--- config.mk ---
export PLATFORM = sky130hd
export DESIGN_NAME = crc8_serial
export DESIGN_NICKNAME = d
export VERILOG_FILES = /design/src/rtl/crc8s_pkg.sv /design/src/rtl/crc8s_step.sv /design/src/rtl/crc8s_state.sv /design/src/rtl/crc8s_zero.sv /design/src/rtl/crc8_serial.sv
export SDC_FILE = /design/constraint.sdc
export NUM_CORES = 1
export LEC_CHECK = 0
export ABC_CLOCK_PERIOD_IN_PS = 1800
export BUFFER_PORTS_ARGS = -buffer_cell sky130_fd_sc_hd__buf_2
export CAP_MARGIN = 20
export CELL_PAD_IN_SITES_DETAIL_PLACEMENT = 0
export CELL_PAD_IN_SITES_GLOBAL_PLACEMENT = 1
export CORE_AREA = 2 2 39 41
export CTS_CLUSTER_DIAMETER = 150
export DETAILED_ROUTE_END_ITERATION = 8
export DIE_AREA = 0 0 41 43
export PLACE_DENSITY = 0.72
export SETUP_SLACK_MARGIN = 0.02
export SYNTH_ARGS = -nofsm -noshare
export SYNTH_HDL_FRONTEND = slang
export SYNTH_SLANG_ARGS = --single-unit
--- constraint.sdc ---
create_clock -name clk -period 1.8 [get_ports clk]
set_clock_uncertainty 0.1 [all_clocks]
set_input_delay 0.36 -clock clk [delete_from_list [all_inputs] [get_ports clk]]
set_output_delay 0.36 -clock clk [all_outputs]
set_load 0.03 [all_outputs]
--- src/rtl/crc8s_pkg.sv ---
package crc8s_pkg;
  localparam int unsigned CRC_W = 8;
  localparam logic [CRC_W-1:0] CRC_POLY = 8'h07;
  localparam logic [CRC_W-1:0] CRC_SEED = 8'hFF;

  // One serial update, MSB-first, generator taps in poly.
  function automatic logic [CRC_W-1:0] crc_advance(
    input logic [CRC_W-1:0] cur,
    input logic             din,
    input logic [CRC_W-1:0] poly
  );
    logic fb;
    fb = cur[CRC_W-1] ^ din;
    return {cur[CRC_W-2:0], 1'b0} ^ (fb ? poly : '0);
  endfunction
endpackage

--- src/rtl/crc8s_step.sv ---
module crc8s_step #(
  parameter int unsigned     W    = crc8s_pkg::CRC_W,
  parameter logic [W-1:0]    POLY = crc8s_pkg::CRC_POLY
) (
  input  logic [W-1:0] cur,
  input  logic         din,
  output logic         fb,
  output logic [W-1:0] nxt
);
  assign fb = cur[W-1] ^ din;

  // Shift left by one; each tap position folds the feedback bit in.
  for (genvar i = 0; i < W; i++) begin : g_bit
    if (i == 0) begin : g_lsb
      assign nxt[i] = POLY[i] & fb;
    end else begin : g_up
      assign nxt[i] = cur[i-1] ^ (POLY[i] & fb);
    end
  end
endmodule

--- src/rtl/crc8s_state.sv ---
module crc8s_state #(
  parameter int unsigned  W    = crc8s_pkg::CRC_W,
  parameter logic [W-1:0] SEED = crc8s_pkg::CRC_SEED
) (
  input  logic         clk,
  input  logic         load_seed,
  input  logic         adv,
  input  logic [W-1:0] nxt,
  output logic [W-1:0] q
);
  always_ff @(posedge clk) begin
    if (load_seed)  q <= SEED;
    else if (adv)   q <= nxt;
  end
endmodule

--- src/rtl/crc8s_zero.sv ---
module crc8s_zero #(
  parameter int unsigned W = crc8s_pkg::CRC_W
) (
  input  logic [W-1:0] val,
  output logic         is_zero
);
  assign is_zero = ~|val;
endmodule

--- src/rtl/crc8_serial.sv ---
module crc8_serial #(
  parameter int unsigned  W    = crc8s_pkg::CRC_W,
  parameter logic [W-1:0] POLY = crc8s_pkg::CRC_POLY,
  parameter logic [W-1:0] SEED = crc8s_pkg::CRC_SEED
) (
  input  logic         clk,
  input  logic         rst,
  input  logic         clear,
  input  logic         bit_valid,
  input  logic         bit_in,
  output logic [W-1:0] crc_out,
  output logic         crc_zero
);
  // Named internal events
  logic         load_seed;
  logic         step_en;
  logic         fb_bit;
  logic [W-1:0] rem_q;
  logic [W-1:0] rem_nxt;

  assign load_seed = rst | clear;
  assign step_en   = bit_valid & ~load_seed;

  crc8s_step #(.W(W), .POLY(POLY)) u_step (
    .cur (rem_q),
    .din (bit_in),
    .fb  (fb_bit),
    .nxt (rem_nxt)
  );

  crc8s_state #(.W(W), .SEED(SEED)) u_state (
    .clk       (clk),
    .load_seed (load_seed),
    .adv       (step_en),
    .nxt       (rem_nxt),
    .q         (rem_q)
  );

  crc8s_zero #(.W(W)) u_zero (
    .val     (rem_q),
    .is_zero (crc_zero)
  );

  assign crc_out = rem_q;
endmodule

# Word-level counts from Yosys, hierarchy flattened

Index checks and enable logic that the tools add are counted.

Register bits after elaboration: 8
Output and inout bits: 9
Word-level logic and storage cells: 9
Input port bits: 5

Reduce and logical (&&, ||, !) cells: 2
Bitwise operators: 6

Operators by type and width:

| cell             | number |
|---|---|
| $reduce_or A8 Y1 | 1 |
| $xor A1 B1 Y1    | 3 |
| $and A1 B1 Y1    | 1 |
| $logic_not A1 Y1 | 1 |
| $not A1 Y1       | 1 |
| $or A1 B1 Y1     | 1 |

# Depth between registers and ports, before layout

Depth after elaboration: 3
Gate-level depth with buffers: 3
Depth with buffers taken out: 2

# Cells and area by module

From an unflattened synthesis, not the netlist that was laid out.

Cell total of the unflattened synthesis: 40
Area, all modules: 436.7 um^2

Modules (own cells, without submodules):

| module      | instances | seq. area each (um^2) | area an instance (um^2) | cells each |
|---|---|---|---|---|
| crc8s_state | 1         | 160.2                 | 302.8                   | 26 |
| crc8s_step  | 1         | 0.0                   | 101.3                   | 9 |
| crc8s_zero  | 1         | 0.0                   | 18.8                    | 3 |
| crc8_serial | 1         | 0.0                   | 13.8                    | 2 |

# Worst setup path after synthesis

Ideal clock, no wire load.

Path kind: reg2out
Start: reg u_state.q[7]
End: out crc_zero
Data required time: 1.340 ns
Setup slack: -0.118 ns
Arrival: 1.458 ns
Buffers on the path: 1
Cell stages (with the launch flop): 4
Cell sequence: dfxtp_1 > buf_6 > or4_1 > nor2_1

Longest elaborated chain between the ends: 2

Ends and longest elaborated chain:

| element                  | RTL line          | source |
|---|---|---|
| start: declaration       | crc8s_state.sv:9  | `output logic [W-1:0] q` |
| start signal: assignment | crc8s_state.sv:13 | `else if (adv) q <= nxt;` |
| $reduce_or A8 Y1         | crc8s_zero.sv:7   | `assign is_zero = ~\|val;` |
| $logic_not A1 Y1         | crc8s_zero.sv:7   |  |
| end: declaration         | crc8_serial.sv:12 | `output logic crc_zero` |

Every way passes these cells.

# Worst setup path in the final report

Start: reg u_state.q[2]
End: out crc_zero

Same word-level chain as after synthesis.

==> impl_metrics.py <==
metrics = {
    "sta": {
        "relSlewSlack": 0.6477,
        "hold_ws_ns": 0.3089,
        "fmax_ghz": 0.5526,
        "finalHoldViolations": 0,
        "finalCriticalPeriod_ns": 1.810,
        "rsz0062_at_grt": "true",
        "worst_pin_slew_ns": 0.5265,
        "setup_viol": 1,
        "slew_viol_final": 0,
        "period_share": 1.005,
        "setup_ws_ns": -0.009571,
    },
    "clock_network": {
        "clock_sinks": 8,
        "root_buffer": "clkbuf_4",
        "clk_latency_ns": 0.25,
        "cts_tree": "done",
        "clock_path_buffers": 2,
        "cts.clk_slew.worst_paths_ns": 0.05,
        "cts_buffers": 3,
        "h-tree-depth": 1,
    },
    "grt": {
        "grtUsageTotal": 0.09879,
        "antenna_found_initial": 0,
        "grt_overflow": 0,
        "grt_max_degree": 10,
        "grt_pass1_wl_um": 1069,
        "grt_pass1_vias": 253,
    },
    "floorplanning": {
        "fp.coreArea_um2": 1384,
        "die_area_um2": 1763,
        "die_w_um": 41,
        "fp-row-count": 14,
        "pin_count": 14,
        "initial_utilization": 0.2920,
        "die_h_um": 43,
    },
    "setup_path": {
        "cp-endpoint": "crc_zero",
        "worstPathMaxFanout": 3,
        "reg2reg_slack_ns": 0.67,
        "worstPathRequired_ns": 1.34,
        "critPathKind": "reg -> out",
        "crit_path_start_kind": "flip-flop",
        "cp-end-kind": "output port",
        "r2r-start": "u_state.q[0]$_SDFFE_PP1P_",
        "reg2reg_depth": 3,
        "arrival_ns": 1.35,
        "cp-startpoint": "u_state.q[2]$_SDFFE_PP1P_",
        "r2r-end": "u_state.q[1]$_SDFFE_PP1P_",
    },
    "power_and_ir_drop": {
        "p_clk_frac": 0.367,
        "switchingPower_uw": 79.24,
        "p_per_area_nw_per_um2": 690.8,
        "p_seq_frac": 0.517,
        "comb_power_share": 0.117,
        "swShare": 0.2225,
        "p_int_uw": 276.8,
        "vdd_drop_max_v": 0.0002150,
        "power_leakage_uw": 0.0002331,
    },
    "logic_synthesis": {
        "synth_cell_types": 13,
        "ys_top_cells_by_count": "dfxtp_1 (8), buf_4 (5), mux2i_1 (5), nand2_1 (5)",
        "synth_most_common_cell": "dfxtp_1",
        "yosysTopAreaCellShare": 0.3963,
        "syn-cell-area_um2": 404.1,
        "synth_area_leaders": "dfxtp_1 (40%), mux2i_1 (12%), xnor3_1 (11%)",
        "synth-edff-count": 0,
        "syn_inst": 39,
        "async_reset_ff_frac": 0,
        "ys_seq_area_frac": 0.3963,
        "syn-num-nets": 44,
        "synth_area_per_cell_um2": 10.36,
        "yosysTopAreaCell": "dfxtp_1",
        "ys.flop_type": "dfxtp_1",
        "synth-seq-cells": 8,
        "yosys_warnings": 0,
    },
    "worst_hold_path": {
        "hp-class": "in -> reg",
    },
    "finish": {
        "largest-register": "u_state.q",
        "final_util": 0.3725,
        "num_antenna_cells": 0,
        "multi_input_area_um2": 201.4,
        "nets": 59,
        "fillers": 157,
        "drive_gt1_frac": 0.5385,
        "reg_top3": "u_state.q x8",
        "largest_reg_flops": 8,
        "area_growth_syn_to_layout_pct": 27.55,
        "regArea_um2": 166.4,
    },
    "outcome": {
        "status": "finished with violations",
        "violations": "negative setup slack",
    },
    "placement": {
        "io_buffers": 13,
        "post-dp-hpwl_um": 516,
        "routabilityCongestion": 0.6131,
        "place_ws_ns": 0.1569,
    },
    "route": {
        "drt_iter0_drc": 1,
        "antenna_left": 0,
        "vias": 311,
        "wl_um": 732,
        "drtPass1Iterations": 3,
        "drc": 0,
        "post_drt_wl_per_cell_um": 10.76,
        "vias_per_cell": 4.574,
    },
    "flow_run": {
        "maxCapViolations": 0,
    },
}
cell families (layout without fill, tap and decap cells):
logic type,count (synthesis),count (layout),share of synthesized area
XOR/XNOR,3,3,0.1331
buffers and inverters,8,21,0.1424
flip-flops,8,8,0.3963
multiplexers,5,5,0.1238
AND/OR/NAND/NOR,12,12,0.1486
AO/OA/AOI/OAI,3,3,0.05572
how the worst min path moves through the flow:
stage / from / endpoint / slack, ns / depth (start not counted)
floorplan: u_state.q[4]$_SDFFE_PP1P_ / u_state.q[4]$_SDFFE_PP1P_ / 0.38 / 2
global placement: u_state.q[6]$_SDFFE_PP1P_ / u_state.q[6]$_SDFFE_PP1P_ / 0.41 / 2
detailed placement: u_state.q[6]$_SDFFE_PP1P_ / u_state.q[7]$_SDFFE_PP1P_ / 0.41 / 2
CTS: rst / u_state.q[5]$_SDFFE_PP1P_ / 0.30 / 3
global route: rst / u_state.q[7]$_SDFFE_PP1P_ / 0.31 / 3
finish: rst / u_state.q[5]$_SDFFE_PP1P_ / 0.31 / 3
through the flow:
stage	total power, uW	cells	cell area, um^2	TNS (ns)
global route	384.6	68	515.5	-0.05651
detailed placement	225.9	62	450.4	0
floorplan	216.3	39	411.6	0
global placement	225.6	62	450.4	0
CTS	364.8	67	506.7	-0.02005
finish	356.1	68	515.5	-0.009571
worst max-delay path: stages, from the launching register on:
cell and delay [ns]:
dfxtp_2 0.32, or4_4 0.54, nor2_4 0.12, buf_6 0.13
cells in the final DEF, fill, tap and decap left out:
master and count:
or4_4 2, clkbuf_4 3, xnor3_1 2, buf_2 12, dfxtp_2 5, o211ai_1 3
nand2_1 5, inv_1 1, dfxtp_1 3, xnor2_1 1, nand2b_1 3, nor2_1 1
buf_4 4, nor2_4 1, mux2i_1 5, buf_6 1
power by group through the flow:
| stage | logic [uW] | clock network (uW) | registers [uW] |
|---|---|---|---|
| CTS | 40.2 | 141 | 184 |
| global placement | 38.1 | 0 | 188 |
| global route | 44.2 | 156 | 184 |
| finish | 41.6 | 131 | 184 |
| floorplan | 25.5 | 0 | 191 |
| detailed placement | 38.2 | 0 | 188 |
layout make-up:
type,count,share of cell area
clock buffer,3,0.04369
inverter,1,0.007282
multi-input combinational,23,0.3908
sequential,8,0.3228
tap,16,0.03883
timing repair buffer,17,0.1966
timing repair:
item,in CTS,in global routing
pin swaps,2,1
buffers inserted,2,1
resized for setup,8,1
hold buffers,0,0
setup endpoints to repair,1,1
metal layers:
layer | vias up | part of all wire | GRT usage
met5 | - | 0 | 0
li1 | 154 | - | -
met2 | 10 | 0.46 | 0.1094
met1 | 145 | 0.46 | 0.1270
met3 | 2 | 0.053 | 0.03141
met4 | 0 | 0.019 | 0.1200
No activity file was read; power rests on OpenSTA's default activity.
